[config.mk]
export PLATFORM = sky130hd
export DESIGN_NAME = mcu_clkgen
export DESIGN_NICKNAME = d
export VERILOG_FILES = /design/src/rtl/mcu_clkgen.sv
export SDC_FILE = /design/constraint.sdc
export NUM_CORES = 1
export LEC_CHECK = 0
export ABC_AREA = 0
export BUFFER_PORTS_ARGS = -buffer_cell sky130_fd_sc_hd__buf_2
export CAP_MARGIN = 10
export CORE_MARGIN = 5
export CORE_UTILIZATION = 60
export CTS_BUF_LIST = sky130_fd_sc_hd__clkbuf_2
export DETAILED_ROUTE_END_ITERATION = 10
export PLACE_DENSITY = 0.85
export SYNTH_ARGS = -nofsm -noshare
export SYNTH_HDL_FRONTEND = slang
export SYNTH_SLANG_ARGS = --single-unit
export TNS_END_PERCENT = 10
[constraint.sdc]
create_clock -name clk -period 3.2 [get_ports clk]
set_clock_uncertainty 0.2 [all_clocks]
set_input_delay 0.16 -clock clk [delete_from_list [all_inputs] [get_ports clk]]
set_output_delay 0.16 -clock clk [all_outputs]
set_load 0.01 [all_outputs]
[src/rtl/mcu_clkgen.sv]
module mcu_clkgen #(
  parameter int CPU_CW = 4,
  parameter int PRE_W  = 5,
  parameter int HF_W   = 3
) (
  input  logic            clk,
  input  logic            rst_n,
  input  logic            main_tick,
  input  logic            sub_tick,
  input  logic            ls_tick,
  input  logic            hs_tick,
  input  logic            sc_we,
  input  logic [1:0]      sc_src,
  input  logic            sc_div8,
  input  logic            sc_wstop,
  input  logic            cd_we,
  input  logic [1:0]      cd_cpu,
  input  logic            cd_lo_off,
  input  logic            hf_we,
  input  logic            hf_on,
  input  logic [HF_W-1:0] hf_code,
  input  logic            stop_nochg,
  input  logic            stop_entry,
  input  logic            wait_mode,
  output logic            cpu_en,
  output logic            f1_en,
  output logic            f2_en,
  output logic            f4_en,
  output logic            f8_en,
  output logic            f32_en,
  output logic            oco_en,
  output logic            hs_en,
  output logic            hsdiv_en,
  output logic            ls_en
);

  localparam int HS_CW = HF_W + 1;
  localparam logic [1:0] SRC_LS = 2'b10;

  logic [1:0]        src_q, src_act;
  logic              div8_q, wstop_q, lo_off_q, hf_on_q;
  logic [1:0]        cpu_code_q;
  logic [HF_W-1:0]   hf_code_q, hf_code_nx;
  logic [CPU_CW-1:0] cpu_cnt, cpu_lim_q, cpu_lim_nx;
  logic [PRE_W-1:0]  pre_cnt;
  logic [HS_CW-1:0]  hs_cnt, hs_lim_q, hs_lim_nx;
  logic              sys_tick, cpu_term, gate, hs_term;

  always_ff @(posedge clk or negedge rst_n) begin
    if (!rst_n) begin
      src_q      <= SRC_LS;
      div8_q     <= 1'b0;
      wstop_q    <= 1'b0;
      cpu_code_q <= 2'b00;
      lo_off_q   <= 1'b0;
      hf_on_q    <= 1'b0;
      hf_code_q  <= '0;
    end else begin
      if (sc_we) begin
        src_q   <= sc_src;
        div8_q  <= sc_div8;
        wstop_q <= sc_wstop;
      end
      if (stop_entry && !stop_nochg) div8_q <= 1'b1;
      if (cd_we) begin
        cpu_code_q <= cd_cpu;
        lo_off_q   <= cd_lo_off;
      end
      if (hf_we) begin
        hf_on_q   <= hf_on;
        hf_code_q <= hf_code;
      end
    end
  end

  always_comb begin
    case (src_act)
      2'b00:   sys_tick = main_tick;
      2'b01:   sys_tick = sub_tick;
      default: sys_tick = ls_tick;
    endcase
  end

  always_comb begin
    if (div8_q) cpu_lim_nx = CPU_CW'(7);
    else begin
      case (cpu_code_q)
        2'b00:   cpu_lim_nx = CPU_CW'(0);
        2'b01:   cpu_lim_nx = CPU_CW'(1);
        2'b10:   cpu_lim_nx = CPU_CW'(3);
        default: cpu_lim_nx = CPU_CW'(15);
      endcase
    end
  end

  assign cpu_term = sys_tick && (cpu_cnt == cpu_lim_q);

  always_ff @(posedge clk or negedge rst_n) begin
    if (!rst_n) begin
      cpu_cnt   <= '0;
      cpu_lim_q <= '0;
      src_act   <= SRC_LS;
      cpu_en    <= 1'b0;
    end else begin
      cpu_en <= cpu_term;
      if (cpu_term) begin
        cpu_cnt   <= '0;
        cpu_lim_q <= cpu_lim_nx;
        src_act   <= src_q;
      end else if (sys_tick) begin
        cpu_cnt <= cpu_cnt + 1'b1;
      end
    end
  end

  assign gate = wait_mode && wstop_q;

  always_ff @(posedge clk or negedge rst_n) begin
    if (!rst_n) begin
      pre_cnt <= '0;
      f1_en   <= 1'b0;
      f2_en   <= 1'b0;
      f4_en   <= 1'b0;
      f8_en   <= 1'b0;
      f32_en  <= 1'b0;
    end else begin
      f1_en  <= sys_tick && !gate;
      f2_en  <= sys_tick && !gate && pre_cnt[0];
      f4_en  <= sys_tick && !gate && (&pre_cnt[1:0]);
      f8_en  <= sys_tick && !gate && (&pre_cnt[2:0]);
      f32_en <= sys_tick && !gate && (&pre_cnt);
      if (gate) pre_cnt <= '0;
      else if (sys_tick) pre_cnt <= pre_cnt + 1'b1;
    end
  end

  assign hf_code_nx = hf_we ? hf_code : hf_code_q;
  assign hs_lim_nx  = {1'b0, hf_code_nx} + 1'b1;
  assign hs_term    = hf_on_q && hs_tick && (hs_cnt == hs_lim_q);

  always_ff @(posedge clk or negedge rst_n) begin
    if (!rst_n) begin
      hs_cnt   <= '0;
      hs_lim_q <= HS_CW'(1);
      hsdiv_en <= 1'b0;
      hs_en    <= 1'b0;
      oco_en   <= 1'b0;
      ls_en    <= 1'b0;
    end else begin
      hsdiv_en <= hs_term;
      hs_en    <= hs_tick && hf_on_q;
      oco_en   <= ls_tick;
      ls_en    <= ls_tick && !lo_off_q;
      if (!hf_on_q || hs_term) begin
        hs_cnt   <= '0;
        hs_lim_q <= hs_lim_nx;
      end else if (hs_tick) begin
        hs_cnt <= hs_cnt + 1'b1;
      end
    end
  end


  cpu_from_tick_chk: assert property (@(posedge clk) disable iff (!rst_n)
    cpu_en |-> $past(sys_tick));


  gate_quiet_chk: assert property (@(posedge clk) disable iff (!rst_n)
    $past(gate) |-> !(f1_en || f2_en || f4_en || f8_en || f32_en));


  tap_nest_chk: assert property (@(posedge clk) disable iff (!rst_n)
    f32_en |-> (f8_en && f4_en && f2_en && f1_en));


  stop_force_chk: assert property (@(posedge clk) disable iff (!rst_n)
    $past(stop_entry && !stop_nochg) |-> div8_q);


  hsdiv_on_chk: assert property (@(posedge clk) disable iff (!rst_n)
    hsdiv_en |-> $past(hf_on_q && hs_tick));


  hs_follow_chk: assert property (@(posedge clk) disable iff (!rst_n)
    hs_en |-> $past(hs_tick));

endmodule

After elaboration in Yosys (flattened, before gate mapping). Index checks and enable logic that the tools add are counted. Widths: inputs -> output; s select.

Register bits after elaboration: 44. Input port bits: 23. Output and inout port bits: 10. Word-level logic and storage cells: 69.

Add/sub/neg operators: 4. Equality and inequality tests: 5. Multiplexer cells: 12. Reduce and logical (&&, ||, !) cells: 25.

Operators with widths (count): $mux 4 (5); $pmux 4 s3 (1); $logic_and 1x1->1 (11); $mux 5 (2); $add 4x1->4 const B (2); $eq 4x4->1 (2); $reduce_bool 2->1 (4); $add 5x1->5 const B (1); $reduce_and 5->1 (1); $add 3x1->4 const B (1); $eq 2x1->1 const B (2); $logic_not 1->1 (4); $logic_not 2->1 (2); $mux 3 (1); $reduce_and 3->1 (1); $eq 2x2->1 const B (1); $mux 1 (2); $pmux 1 s2 (1); $reduce_and 2->1 (1); $logic_or 1x1->1 (1).

Logic depth before layout (Yosys ltp).
Depth after elaboration: 4. Mapped depth: 5.

Least setup slack after synthesis. OpenSTA, ideal clock, no wires.

Path type: register to register. From: reg hs_lim_q[0]. To: reg hs_lim_q[1]. Setup time: 0.125 ns. Arrival: 1.374 ns. Required time: 2.875 ns. Path slack: 1.501 ns. Cell stages (with the launch flop): 5. Path buffers: 0. Clock period less this slack: 1.699 ns. Cell sequence: dfstp_2 > xnor2_1 > nand3_1 > o21ai_2 > mux2_2.

Longest elaborated chain between the ends: 3.

Ends and longest elaborated chain: start: declaration (RTL line 46) `logic [HS_CW-1:0] hs_cnt, hs_lim_q, hs_lim_nx;`; start signal: assignment (RTL line 156) `hs_lim_q <= hs_lim_nx;`; $eq 4x4->1 (RTL line 139) `assign hs_term = hf_on_q && hs_tick && (hs_cnt == hs_lim_q);`; $logic_and 1x1->1 (RTL line 139); $logic_or 1x1->1 (RTL line 154) `if (!hf_on_q || hs_term) begin`.

Every way passes these cells. A chain may end at the register's enable or synchronous reset.

Final worst setup path.
From: in hf_we. To: reg hs_lim_q[2].

Longest elaborated chain between the ends: 2.

Ends and longest elaborated chain: start: declaration (RTL line 19) `input logic hf_we,`; $mux 3 (RTL line 137) `assign hf_code_nx = hf_we ? hf_code : hf_code_q;`; via hf_code_nx[0] (RTL line 43) `logic [HF_W-1:0] hf_code_q, hf_code_nx;`; $add 3x1->4 (RTL line 138) `assign hs_lim_nx = {1'b0, hf_code_nx} + 1'b1;`.

The timed path passes the listed nets, and every way through them passes these cells.

==> flow_summary.json <==
{
  "hold_class": "in -> reg",
  "hp-start": "main_tick",
  "ys_warn_count": 0,
  "synth_cell_types": 36,
  "r2r_slack_ns": 1.17,
  "syn_inst": 146,
  "fillCellCount": 190,
  "r2r_start": "src_act[0]",
  "htreeDepth": 2,
  "core_um2": 3053,
  "maxSlewViolCount": 0,
  "grt_max_degree": 45,
  "drt-initial-drc-count": 41,
  "crit_path_end_kind": "register",
  "vias": 1330,
  "whs_endpoint": "cpu_en",
  "power.leakage_uw": 0.001175,
  "insertedDiodeCount": 0,
  "synth.avg_cell_area_um2": 13.14,
  "clk_pin_slew_ns": 0.22,
  "worst_slew_pin_slew_ns": 0.9430,
  "arrival_ns": 2.21,
  "grt_pass1_wl_um": 6886,
  "fp.dieW_um": 66.54,
  "synth.area.mux_share_pct": 14.68,
  "ys_seq_area_share_pct": 57.60,
  "clk_latency_ns": 0.41,
  "ir_drop_mv": 0.4375,
  "fin_nets": 240,
  "rsz0062_at_grt": "false",
  "synth_edf_count": 0,
  "synth-simple-area-share_pct": 10.96,
  "tns_ns": 0,
  "synth_nets": 175,
  "area_delta_synth_final_pct": 28.57,
  "reg2reg_depth": 4,
  "grt_overflow": 0,
  "first_global_vias": 1506,
  "async_flop_share_pct": 100.0,
  "synth_top_family_by_area": "multiplexers",
  "core.rowCount": 20,
  "vias_per_cell": 5.195,
  "antenna_found_initial": 0,
  "fp.dieH_um": 66.54,
  "max_cap_viol_count": 0,
  "final-seq-area_um2": 1105,
  "timing_hold_violations_final": 0,
  "drt.antenna.violating_nets": 0,
  "outcome": "completed",
  "numCtsBuffers": 5,
  "period_share_pct": 65.80,
  "cts.sinks": 44,
  "period_minus_slack_ns": 2.105,
  "whs_ns": 0.1808,
  "tritoncts": "yes",
  "setup_violations": 0,
  "power.density_nw_per_um2": 664.6,
  "post_drt_wl_per_cell_um": 14.91,
  "netlist_area_um2": 1918,
  "synth_fa_ha_area_share_pct": 3.914,
  "critPathLaunchType": "input pin",
  "multi_input_area_um2": 790.8,
  "max_slew_margin_pct": 37.13,
  "grt_usage_pct": 21.03,
  "firstDrtPassIters": 4,
  "postCtsSetupBuffers": 0,
  "synth_compound_area_share_pct": 5.740,
  "synth-xor-area-share_pct": 5.936,
  "critPathRequiredTime_ns": 3.31,
  "ios": 33,
  "whs_path_depth": 4,
  "numPortBuffers": 32,
  "cts_root_buffer": "clkbuf_2",
  "path_class": "in -> reg",
  "globalplace.congestion": 0.8147,
  "wl_um": 3817,
  "dp_hpwl_um": 2429,
  "r2r_end": "src_act[0]",
  "ys_ff_latch": 44,
  "start_util_pct": 62.83,
  "drc": 0,
  "layout-drive-gt1-share_pct": 30.66,
  "ys.flop_type": "dfrtp_1",
  "clock.fmax_ghz": 0.4750,
  "crit_fanout": 5,
  "dieArea_um2": 4428,
  "clockBufferDepth": 2
}
## layout by cell type, fill, tap and decap left out, drive strengths merged
| master | count |
|---|---|
| dfrtp | 41 |
| buf | 32 |
| dlygate4sd3 | 28 |
| mux2 | 17 |
| nor2 | 13 |
| xnor2 | 9 |
| nand2 | 7 |
| mux2i | 7 |
| and2 | 6 |
| ha | 6 |
| o21ai | 6 |
| clkbuf | 5 |
| xor2 | 4 |
| nand3 | 3 |
| dfstp | 3 |
| nor2b | 3 |
| inv | 2 |
| a22o | 2 |
| a21oi | 2 |
| o31ai | 2 |
| nand4 | 2 |
| clkinv | 2 |
| nand2b | 1 |
| and3 | 1 |
| a21o | 1 |
| o41ai | 1 |
| o22ai | 1 |
| and3b | 1 |
| a221o | 1 |
| or2 | 1 |
| or3 | 1 |
| bufinv | 1 |
## registers in the layout, summed over array words and instances, names as in the netlist, 2 cells and up
| signal | count |
|---|---|
| cpu_lim_q | 4 |
| pre_cnt | 5 |
| hs_cnt | 4 |
| hf_code_q | 3 |
| cpu_cnt | 4 |
| src_act | 2 |
| src_q | 2 |
| cpu_code_q | 2 |
| hs_lim_q | 4 |
## what timing repair did
action,4_1_cts,5_1_grt
hold buffers,28,0
resized for setup,0,0
endpoints found under the hold margin,68,0
## through the flow
stage                     area [um2]  cells  total power [uW]  utilization, %  worst slack, ns
after global placement          2118    220              1255           69.39            1.273
after global routing            2466    256              1763           80.78            1.075
after floorplan                 1918    146              1172               -            1.501
after CTS                       2466    256              1643           80.78            1.115
final                           2466    256              1639           80.78            1.095
after detailed placement        2118    220              1298           69.39            1.210
## power by group
part	switching, uW	internal (uW)	total [uW]	leakage [uW]
logic	249	280	529	0.000589
registers	109	691	800	0.000545
clock network	180	131	311	0.0000406
## kinds of logic after synthesis
group                    count (synthesis)
AO/OA/AOI/OAI                           16
AND/OR/NAND/NOR                         39
buffers and inverters                    4
flip-flops                              44
XOR/XNOR                                13
multiplexers                            24
adder cells (fa/ha/maj)                  6
## layout make-up
type	count	area share, %
Timing Repair Buffer	60	17.86
Multi-Input combinational cell	98	32.06
Inverter	2	0.3044
Clock inverter	3	1.725
Tap cell	44	2.232
Clock buffer	5	1.015
Sequential cell	44	44.80
## synthesized netlist by cell type, types with 2 or more instances
master   number  area [um2]
a21oi_1       2       10.01
a22o_1        2       17.52
and2_1        6       37.54
dfrtp_1      41        1026
dfstp_2       3       78.83
ha_1          6       75.07
inv_1         2       7.510
mux2_1        2       22.52
mux2_2       13       146.4
mux2_4        2       30.03
mux2i_1       6       60.06
nand2_1       7       26.28
nand3_1       3       15.01
nor2_1       12       45.04
nor2b_1       2       12.51
o21ai_0       5       25.02
o31ai_1       2       15.01
xnor2_1       9       78.83
xor2_1        4       35.03
## worst max-delay path, cell delays in order
cell           delay, ns
dlygate4sd3_1       0.53
buf_2               0.15
nand2_1             0.08
dlygate4sd3_1       0.55
nand2_1             0.09
ha_1                0.22
xor2_1              0.17
mux2_2              0.26
## worst max-delay path by stage
| stage | to | cells after the start | from |
|---|---|---|---|
| detailed placement | cpu_cnt[2] | 4 | src_act[0] |
| global placement | src_act[0] | 4 | src_act[0] |
| floorplan | hs_lim_q[1] | 4 | hs_lim_q[0] |
| global route | src_act[0] | 4 | src_act[0] |
| CTS | hs_lim_q[2] | 8 | hf_we |
| finish | hs_lim_q[2] | 8 | hf_we |
## metal layers
metal / GRT usage (%) / routed length [um] / share of wire [%]
met5: 0 / 0 / 0
met4: 4.822 / 35 / 0.92
met1: 22.75 / 1486 / 39
met2: 39.36 / 2121 / 56
met3: 6.745 / 174 / 4.6
No activity file was read; power rests on OpenSTA's default activity.
